--- config.mk ---
export PLATFORM = sky130hd
export DESIGN_NAME = dram_ctl
export DESIGN_NICKNAME = d
export VERILOG_FILES = /design/src/rtl/dram_ctl_pkg.sv /design/src/rtl/dram_lane_dec.sv /design/src/rtl/dram_ref_timer.sv /design/src/rtl/dram_seq.sv /design/src/rtl/dram_ctl.sv
export SDC_FILE = /design/constraint.sdc
export NUM_CORES = 1
export LEC_CHECK = 0
export BUFFER_PORTS_ARGS = -buffer_cell sky130_fd_sc_hd__buf_2
export CORE_ASPECT_RATIO = 0.7
export CORE_MARGIN = 2
export CORE_UTILIZATION = 25
export CTS_CLUSTER_SIZE = 28
export DETAILED_ROUTE_END_ITERATION = 10
export MAX_ROUTING_LAYER = met4
export PLACE_DENSITY = 0.54
export SLEW_MARGIN = 25
export SYNTH_ARGS = -nofsm -noshare
export SYNTH_HDL_FRONTEND = slang
export SYNTH_HIERARCHICAL = 1
export SYNTH_SLANG_ARGS = --single-unit
export TNS_END_PERCENT = 10
--- constraint.sdc ---
create_clock -name clk -period 1.9 [get_ports clk]
set_input_delay 0.095 -clock clk [delete_from_list [all_inputs] [get_ports clk]]
set_output_delay 0.095 -clock clk [all_outputs]
set_load 0.02 [all_outputs]
--- src/rtl/dram_ctl_pkg.sv ---
package dram_ctl_pkg;
  localparam int LANES = 4;

  typedef enum logic [3:0] {
    ST_INIT,
    ST_IDLE,
    ST_ROW,
    ST_RCD,
    ST_COL,
    ST_CAS,
    ST_ACK,
    ST_RCAS,
    ST_RRAS,
    ST_PRE
  } seq_state_t;

  localparam logic [1:0] SZ_FOUR  = 2'b00;
  localparam logic [1:0] SZ_ONE   = 2'b01;
  localparam logic [1:0] SZ_TWO   = 2'b10;
  localparam logic [1:0] SZ_THREE = 2'b11;
endpackage

--- src/rtl/dram_lane_dec.sv ---
module dram_lane_dec
  import dram_ctl_pkg::*;
(
  input  logic [1:0]       siz,
  input  logic [1:0]       off,
  output logic [LANES-1:0] lane_en
);
  logic [2:0] nbytes;
  logic [2:0] first;
  logic [2:0] past_end;

  assign nbytes   = (siz == SZ_FOUR) ? 3'd4 : {1'b0, siz};
  assign first    = {1'b0, off};
  assign past_end = first + nbytes;

  // offset k drives lane bit (LANES-1-k): big-endian lane order
  for (genvar k = 0; k < LANES; k++) begin : g_lane
    localparam logic [2:0] K = 3'(k);
    assign lane_en[LANES-1-k] = (K >= first) && (K < past_end);
  end
endmodule

--- src/rtl/dram_ref_timer.sv ---
module dram_ref_timer #(
  parameter int INIT_CLKS    = 12500,
  parameter int REF_INTERVAL = 1950
) (
  input  logic clk,
  input  logic rst_n,
  output logic init_done,
  output logic ref_tick
);
  localparam int IW = $clog2(INIT_CLKS + 1);
  localparam int RW = $clog2(REF_INTERVAL + 1);

  logic [IW-1:0] init_cnt;
  logic [RW-1:0] ref_cnt;

  always_ff @(posedge clk or negedge rst_n) begin
    if (!rst_n) begin
      init_cnt  <= '0;
      init_done <= 1'b0;
    end else if (!init_done) begin
      if (init_cnt == IW'(INIT_CLKS - 1)) init_done <= 1'b1;
      else                                 init_cnt  <= init_cnt + IW'(1);
    end
  end

  always_ff @(posedge clk or negedge rst_n) begin
    if (!rst_n) begin
      ref_cnt  <= '0;
      ref_tick <= 1'b0;
    end else if (init_done) begin
      if (ref_cnt == RW'(REF_INTERVAL - 1)) begin
        ref_cnt  <= '0;
        ref_tick <= 1'b1;
      end else begin
        ref_cnt  <= ref_cnt + RW'(1);
        ref_tick <= 1'b0;
      end
    end else begin
      ref_tick <= 1'b0;
    end
  end
endmodule

--- src/rtl/dram_seq.sv ---
module dram_seq
  import dram_ctl_pkg::*;
#(
  parameter int MA_W         = 11,
  parameter int RCD_CLKS     = 3,
  parameter int CAS_CLKS     = 5,
  parameter int PRE_CLKS     = 4,
  parameter int REF_RAS_CLKS = 6,
  parameter int INIT_REFS    = 8
) (
  input  logic             clk,
  input  logic             rst_n,
  input  logic             init_done,
  input  logic             ref_tick,
  input  logic             req,
  input  logic             as_n,
  input  logic             rw,
  input  logic [LANES-1:0] lane_en,
  input  logic [MA_W-1:0]  row,
  input  logic [MA_W-1:0]  col,
  output logic             ack_n,
  output logic [MA_W-1:0]  ma,
  output logic [LANES-1:0] ras_n,
  output logic [LANES-1:0] cas_n,
  output logic             we_n,
  output logic             buf_en_n,
  output logic             buf_dir
);
  localparam int PRE_EFF = (PRE_CLKS < 2) ? 2 : PRE_CLKS;
  localparam int MAXC    = (RCD_CLKS > CAS_CLKS)
                         ? ((RCD_CLKS > PRE_EFF) ? RCD_CLKS : PRE_EFF)
                         : ((CAS_CLKS > PRE_EFF) ? CAS_CLKS : PRE_EFF);
  localparam int MAXA    = (MAXC > REF_RAS_CLKS) ? MAXC : REF_RAS_CLKS;
  localparam int CW      = $clog2(MAXA + 1);
  localparam int NW      = $clog2(INIT_REFS + 1);
  localparam logic [LANES-1:0] ALL_HI = '1;

  seq_state_t       st;
  logic [CW-1:0]    cnt;
  logic [NW-1:0]    init_left;
  logic             pend;
  logic [LANES-1:0] lane_q;
  logic [MA_W-1:0]  col_q;
  logic             rw_q;

  always_ff @(posedge clk or negedge rst_n) begin
    if (!rst_n) begin
      st        <= ST_INIT;
      cnt       <= '0;
      init_left <= NW'(INIT_REFS);
      pend      <= 1'b0;
      lane_q    <= '0;
      col_q     <= '0;
      rw_q      <= 1'b1;
      ack_n     <= 1'b1;
      ma        <= '0;
      ras_n     <= ALL_HI;
      cas_n     <= ALL_HI;
      we_n      <= 1'b1;
      buf_en_n  <= 1'b1;
      buf_dir   <= 1'b1;
    end else begin
      pend <= pend | ref_tick;
      unique case (st)
        ST_INIT: if (init_done) st <= ST_IDLE;
        ST_IDLE: begin
          if (init_left != '0 || pend) begin
            // refresh has priority over a waiting processor cycle
            cas_n <= '0;
            st    <= ST_RCAS;
            if (init_left != '0) init_left <= init_left - NW'(1);
            else                 pend      <= ref_tick;
          end else if (req) begin
            ma       <= row;
            lane_q   <= lane_en;
            col_q    <= col;
            rw_q     <= rw;
            buf_dir  <= rw;
            buf_en_n <= 1'b0;
            st       <= ST_ROW;
          end
        end
        ST_ROW: begin
          ras_n <= '0;
          cnt   <= CW'(RCD_CLKS - 1);
          st    <= ST_RCD;
        end
        ST_RCD: begin
          if (cnt == '0) begin
            ma   <= col_q;
            we_n <= rw_q;
            st   <= ST_COL;
          end else cnt <= cnt - CW'(1);
        end
        ST_COL: begin
          cas_n <= ~lane_q;
          cnt   <= CW'(CAS_CLKS - 1);
          st    <= ST_CAS;
        end
        ST_CAS: begin
          if (cnt == '0) begin
            ack_n <= 1'b0;
            st    <= ST_ACK;
          end else cnt <= cnt - CW'(1);
        end
        ST_ACK: begin
          if (as_n) begin
            ack_n    <= 1'b1;
            ras_n    <= ALL_HI;
            cas_n    <= ALL_HI;
            we_n     <= 1'b1;
            buf_en_n <= 1'b1;
            buf_dir  <= 1'b1;
            cnt      <= CW'(PRE_EFF - 1);
            st       <= ST_PRE;
          end
        end
        ST_RCAS: begin
          ras_n <= '0;
          cnt   <= CW'(REF_RAS_CLKS - 1);
          st    <= ST_RRAS;
        end
        ST_RRAS: begin
          if (cnt == '0) begin
            ras_n <= ALL_HI;
            cas_n <= ALL_HI;
            cnt   <= CW'(PRE_EFF - 1);
            st    <= ST_PRE;
          end else cnt <= cnt - CW'(1);
        end
        ST_PRE: begin
          if (cnt == '0) st <= ST_IDLE;
          else           cnt <= cnt - CW'(1);
        end
        default: st <= ST_IDLE;
      endcase
    end
  end
endmodule

--- src/rtl/dram_ctl.sv ---
module dram_ctl
  import dram_ctl_pkg::*;
#(
  parameter int MA_W         = 11,
  parameter int INIT_CLKS    = 12500,
  parameter int REF_INTERVAL = 1950,
  parameter int RCD_CLKS     = 3,
  parameter int CAS_CLKS     = 5,
  parameter int PRE_CLKS     = 4,
  parameter int REF_RAS_CLKS = 6,
  parameter int INIT_REFS    = 8
) (
  input  logic              clk,
  input  logic              rst_n,
  input  logic              as_n,
  input  logic              cs,
  input  logic              rw,
  input  logic [1:0]        siz,
  input  logic [2*MA_W+1:0] addr,
  output logic              ack_n,
  output logic [MA_W-1:0]   ma,
  output logic [3:0]        ras_n,
  output logic [3:0]        cas_n,
  output logic              we_n,
  output logic              buf_en_n,
  output logic              buf_dir
);
  logic             init_done;
  logic             ref_tick;
  logic [LANES-1:0] lane_en;

  dram_ref_timer #(
    .INIT_CLKS   (INIT_CLKS),
    .REF_INTERVAL(REF_INTERVAL)
  ) u_timer (
    .clk      (clk),
    .rst_n    (rst_n),
    .init_done(init_done),
    .ref_tick (ref_tick)
  );

  dram_lane_dec u_lanes (
    .siz    (siz),
    .off    (addr[1:0]),
    .lane_en(lane_en)
  );

  dram_seq #(
    .MA_W        (MA_W),
    .RCD_CLKS    (RCD_CLKS),
    .CAS_CLKS    (CAS_CLKS),
    .PRE_CLKS    (PRE_CLKS),
    .REF_RAS_CLKS(REF_RAS_CLKS),
    .INIT_REFS   (INIT_REFS)
  ) u_seq (
    .clk      (clk),
    .rst_n    (rst_n),
    .init_done(init_done),
    .ref_tick (ref_tick),
    .req      (~as_n & cs),
    .as_n     (as_n),
    .rw       (rw),
    .lane_en  (lane_en),
    .row      (addr[2+MA_W +: MA_W]),
    .col      (addr[2 +: MA_W]),
    .ack_n    (ack_n),
    .ma       (ma),
    .ras_n    (ras_n),
    .cas_n    (cas_n),
    .we_n     (we_n),
    .buf_en_n (buf_en_n),
    .buf_dir  (buf_dir)
  );
endmodule

== After elaboration in Yosys (flattened, before gate mapping) ==
Index checks and enable logic that the tools add are counted.
Word-level totals
  register bits: 78
  input port bits: 31
  output and inout bits: 23
Operators by class
  add/subtract/negate cells: 5
  order comparisons: 8
  eq/ne operators: 22
  muxes and demuxes: 42
  bitwise logic cells: 7
  reduce and logical (&&, ||, !) cells: 29
Operators with widths (count)
  $mux W11: 4
  $mux W4: 11
  $pmux W4 S10: 1
  $pmux W11 S2: 1
  $pmux W3 S6: 1
  $reduce_and A3 Y1: 6
  $eq A4 B3 Y1 const B: 4
  $pmux W4 S4: 1
  $add A14 B1 Y14 const B: 1
  $eq A14 B14 Y1 const B: 1
  $mux W1: 14
  $mux W3: 4
  $ne A2 B1 Y1 const B: 6
  $pmux W4 S3: 1
  $reduce_and A4 Y1: 3
  $add A11 B1 Y11 const B: 1
  $eq A11 B11 Y1 const B: 1
  $eq A4 B2 Y1 const B: 2
  $eq A4 B4 Y1 const B: 2
  $ne A2 B2 Y1 const B: 4
  $pmux W1 S2: 4
  $reduce_bool A2 Y1: 4
  $reduce_bool A4 Y1: 2
  $reduce_and A7 Y1: 1
  23 further kinds: 33

== Depth between registers and ports, before layout ==
  depth after elaboration: 5
  gate-level depth with buffers: 9

== Modules after synthesis ==
The synthesis kept the hierarchy.
By module, submodules not included
  dram_seq: times used 1, cells an instance 265, area each 2502.4 µm², sequential area each 1214.9 µm²
  dram_ref_timer: times used 1, cells an instance 119, area each 1372.6 µm², sequential area each 675.6 µm²
  dram_lane_dec: times used 1, cells an instance 14, area each 111.4 µm², sequential area each 0.0 µm²
  dram_ctl: times used 1, cells an instance 1, area each 13.8 µm², sequential area each 0.0 µm²

== Worst setup path before layout ==
No wires, ideal clock.
  path type: flip-flop to flip-flop
  from: register u_seq.init_left[0]
  to: register u_seq.ma[4]
  setup time: 0.125 ns
  data arrival time: 1.658 ns
  setup slack: 0.117 ns
  stages on the path, launching flop included: 10
  buffers on the path: 2
  cell sequence: dfrtp_1 -> inv_1 -> ha_1 -> nor4b_2 -> and3_1 -> buf_6 -> a21oi_4 -> buf_6 -> nand2_1 -> o21ai_1
Between the ends
  cells in the longest elaborated chain, start to end: 4
Ends and longest elaborated chain
  start, declared: line dram_seq.sv:40  | logic [NW-1:0] init_left;
  start signal, assigned: line dram_seq.sv:50  | init_left <= NW'(INIT_REFS);
  start signal, assigned: line dram_seq.sv:71  | if (init_left != '0) init_left <= init_left - NW'(1);
  $reduce_bool A4 Y1: line dram_seq.sv:67  | if (init_left != '0 || pend) begin
  $logic_or A1 B1 Y1: line dram_seq.sv:67
  $ne A2 B2 Y1 (no source line)
  $reduce_and A4 Y1 (no source line)
  end signal, assigned: line dram_seq.sv:74  | ma <= row;
  end signal, assigned: line dram_seq.sv:90  | ma <= col_q;
  end, declared: line dram_seq.sv:22  | output logic [MA_W-1:0] ma,
Every way passes these cells.
A chain may end at the register's enable or synchronous reset.

== Worst setup path in the final report ==
  from: register u_seq.init_left[0]
  to: register u_seq.cas_n[2]
Between the ends
  cells in the longest elaborated chain, start to end: 4
Ends and longest elaborated chain
  $reduce_bool A4 Y1: line dram_seq.sv:67
  $logic_or A1 B1 Y1: line dram_seq.sv:67
  $ne A2 B1 Y1 (no source line)
  $reduce_and A4 Y1 (no source line)
  end signal, assigned: line dram_seq.sv:96  | cas_n <= ~lane_q;
  end, declared: line dram_seq.sv:24  | output logic [LANES-1:0] cas_n,
Every way passes these cells.

==> impl_results.md <==
- Clk_lat worst skew: 340 ps
- Worst path top cell family by delay: simple AND/OR/NAND/NOR gates
- Final period util: 95.7%
- # clock sinks: 75
- Register area share after synthesis: 47.3%
- Most frequent cells in the layout: nand2_1, dfrtp_1, buf_2, buf_4, o21ai_0
- Via-to-Cell Ratio: 4.58
- Fin. max-slew vios: 0
- Die area: 0.0170 mm^2
- Critical Path Source Type: flop
- Clock Skews: 11.2 ps
- Crit-path max cell delay: 370 ps
- Height of the die: 110 um
- Outcome: finished, final reports clean
- Critical path type: flop to flop
- GR Util All Layers: 11.5%
- CTS Buffer Depth: 2
- Max Fclk: 0.550 GHz
- Post-synth EDFFs: 0
- Mapped Area: 0.00400 mm^2
- Share of layout cells above drive strength 1: 30.6%
- Synthesized net count: 438
- CTS Buf Count: 9
- DRT iter0 DRCs: 232
- Max-cap violations: 0
- CTS H-tree lvls: 3
- Drc violations: 0
- Peak supply drop: 0.418 mV
- Overall Power: 6740 uW
- Leakage: 0.00235 uW
- Final WS setup: 82.1 ps
- RSZ-0062 raised after global routing: yes
- DRT antenna net count: 0
- IO Pins: 54
- Starting density of the core: 25.6%
- Final setup fails: 0
- Met2 Use GR: 15.0%
- CP Data Arrival Time: 2080 ps
- Initial antenna violation count: 0
- GPL Wtd Cong: 0.808
- Critical Path End Type: flop
- Cell Rows: 38
- TritonCTS clock tree: done
- DRT Pass-1 Iters: 5
- Final #Nets: 518
- Gr busiest metal: met1
- Worst Path Buf+Inv: 2
- Post-Place Setup Slack: 10.3 ps
- Minimum clock period: 1820 ps
- Diode count: 0
- Worst slew margin: 61.7%
- Fillcell total: 1603
- CORE AREA: 0.0156 mm^2
- Count of different cell masters after synthesis: 60
- WP data required: 2160 ps
- Most common cell after layout, fill and taps aside: nand2_1
- Met1 Use GR: 16.4%
- Die W: 155 um
- Vias after detailed routing: 3132
- CP Max Fanout: 5
- Syn avg cell area: 10.0 um^2
- CP max stage cell: mux2_2
- Path category of the worst min-delay check: primary input to flop
- Number of global-route vias before repair: 2995
- Wire per inst: 13.4 um
- Clock root buffer master: clkbuf_16
- Grt total ovfl: 0
- Area Overhead vs Synth: 26.0%
- Async set-reset flop share out of synthesis: 100%
- First-pass GRT wire length: 14.8 mm
- Main synth FF type: dfrtp_1
- Crit-path cells: inv_1 -> ha_1 -> nor4b_2 -> buf_4 -> nand2_1 -> nand3_1 -> mux2_2
- Buffers on Ports: 53
- Fin. Hold Viols: 0
- GR Util met3: 3.63%
- Clock-pin slew on the worst setup and hold paths: 60 ps
- Mapped Cells: 399
- Worst-margin pin slew: 575 ps
- FF+latch count, synth: 75
- Routed WL: 9.17 mm
- Warnings, synthesis: 6
- Post-DP HPWL: 6.51 mm
- Pin count of the biggest net entering global routing: 31
- Pwr per Cell Area: 1340 mW/mm^2
==> logic make-up (layout without fill, tap and decap cells) <==
kind of cell	after synthesis	count (layout)	share of synthesized area, %
AND/OR/NAND/NOR	163	163	22.1
flip-flops	75	75	47.3
AO/OA/AOI/OAI	74	75	12.8
buffers and inverters	40	124	5.54
XOR/XNOR	22	22	5.19
multiplexers	17	17	4.41
adder cells (fa/ha/maj)	8	8	2.69
==> Yosys cell counts, types with 3 or more instances <==
cell	instances	area share (%)
buf_6	6	1.7
nand3_1	9	1.1
dfstp_2	11	7.2
nand2_1	80	7.5
buf_2	6	0.75
dfrtp_1	64	40
or2_2	3	0.47
xnor2_1	14	3.1
mux2_2	4	1.1
ha_1	7	2.2
o21ai_1	4	0.50
and2_1	3	0.47
nor3_1	4	0.50
nor2b_1	4	0.63
nand2b_1	3	0.47
o21ai_0	19	2.4
buf_4	5	0.94
nor2_1	15	1.4
o31ai_1	4	0.75
a21o_1	6	1.1
a21oi_1	12	1.5
nor4b_2	3	1.1
nand4_1	8	1.3
mux2i_1	12	3.0
inv_1	17	1.6
xor2_1	6	1.3
and4_1	4	0.88
nand3_2	6	1.5
clkbuf_1	5	0.47
and3_1	9	1.4
a31oi_1	3	0.47
o21ai_2	9	2.0
==> path summary, 6_finish.rpt <==
path	to	slack, ps	start	cells past startpoint
worst max-delay path	u_seq/cas_n[2]	80	u_seq/init_left[0]	7
worst min-delay path	u_seq/ma[5]	30	addr[18]	3
worst max register to register	u_seq/cas_n[2]	80	u_seq/init_left[0]	7
worst min register to register	u_seq/pend	450	u_timer/ref_tick	1
max in group asynchronous	u_seq/cas_n[3]	960	rst_n	3
min in group asynchronous	u_seq/col_q[1]	300	rst_n	2
==> per-stage QoR <==
stage	instances	instance area (um^2)	setup TNS [ps]	hold slack (ps)	util (%)
after detailed placement	654	4580	0	122	29.4
after global placement	654	4580	0	127	29.4
final	684	5040	0	25.6	32.3
after floorplan	399	4000	0	-201	-
after global routing	684	5040	-91.3	37.7	32.3
after CTS	683	5010	0	16.2	32.1
==> tightest hold or removal path: cells and delay by family <==
kind	cells	cell delay (ps)
AO/OA/AOI/OAI	1	100
buffers and inverters	1	80
multiplexers	1	50
==> per-layer routing <==
layer / vias to the layer above / share of wire (%) / routed length [um]
li1: 1539 / - / -
met1: 1497 / 54 / 4930
met2: 85 / 38 / 3520
met3: 11 / 6.5 / 595
met4: 0 / 1.3 / 117
met5: - / 0 / 0
==> state kept, by name (all words and copies together), names as in the netlist, 4 cells and up <==
register / flops
u_seq/col_q: 11
u_timer/init_cnt: 14
u_seq/ma: 11
u_seq/lane_q: 4
u_timer/ref_cnt: 11
u_seq/st: 4
u_seq/init_left: 4
u_seq/cas_n: 4
==> power by group <==
| group | switching [uW] | total, uW | internal (uW) | leakage (uW) |
|---|---|---|---|---|
| registers | 324 | 2380 | 2050 | 0.000947 |
| clock network | 671 | 1720 | 1050 | 0.000148 |
| logic | 1530 | 2640 | 1100 | 0.00126 |
| total | 2530 | 6740 | 4210 | 0.00235 |
==> layout make-up <==
class | instances | area [um^2] | area share [%]
clock buffer | 10 | 239 | 4.74
clock inverter | 6 | 65.1 | 1.29
inverter | 18 | 67.6 | 1.34
multi-input combinational | 285 | 1910 | 37.9
sequential | 75 | 1890 | 37.6
tap | 200 | 250 | 4.96
timing repair buffer | 90 | 613 | 12.2
==> timing repair <==
| item | in CTS | in global routing |
|---|---|---|
| endpoints found under the setup margin | 0 | 18 |
| buffers inserted | 0 | 0 |
| hold buffers | 13 | 0 |
| resized for setup | 0 | 7 |
| hold endpoints to repair | 26 | 0 |
No activity file was read; power rests on OpenSTA's default activity.
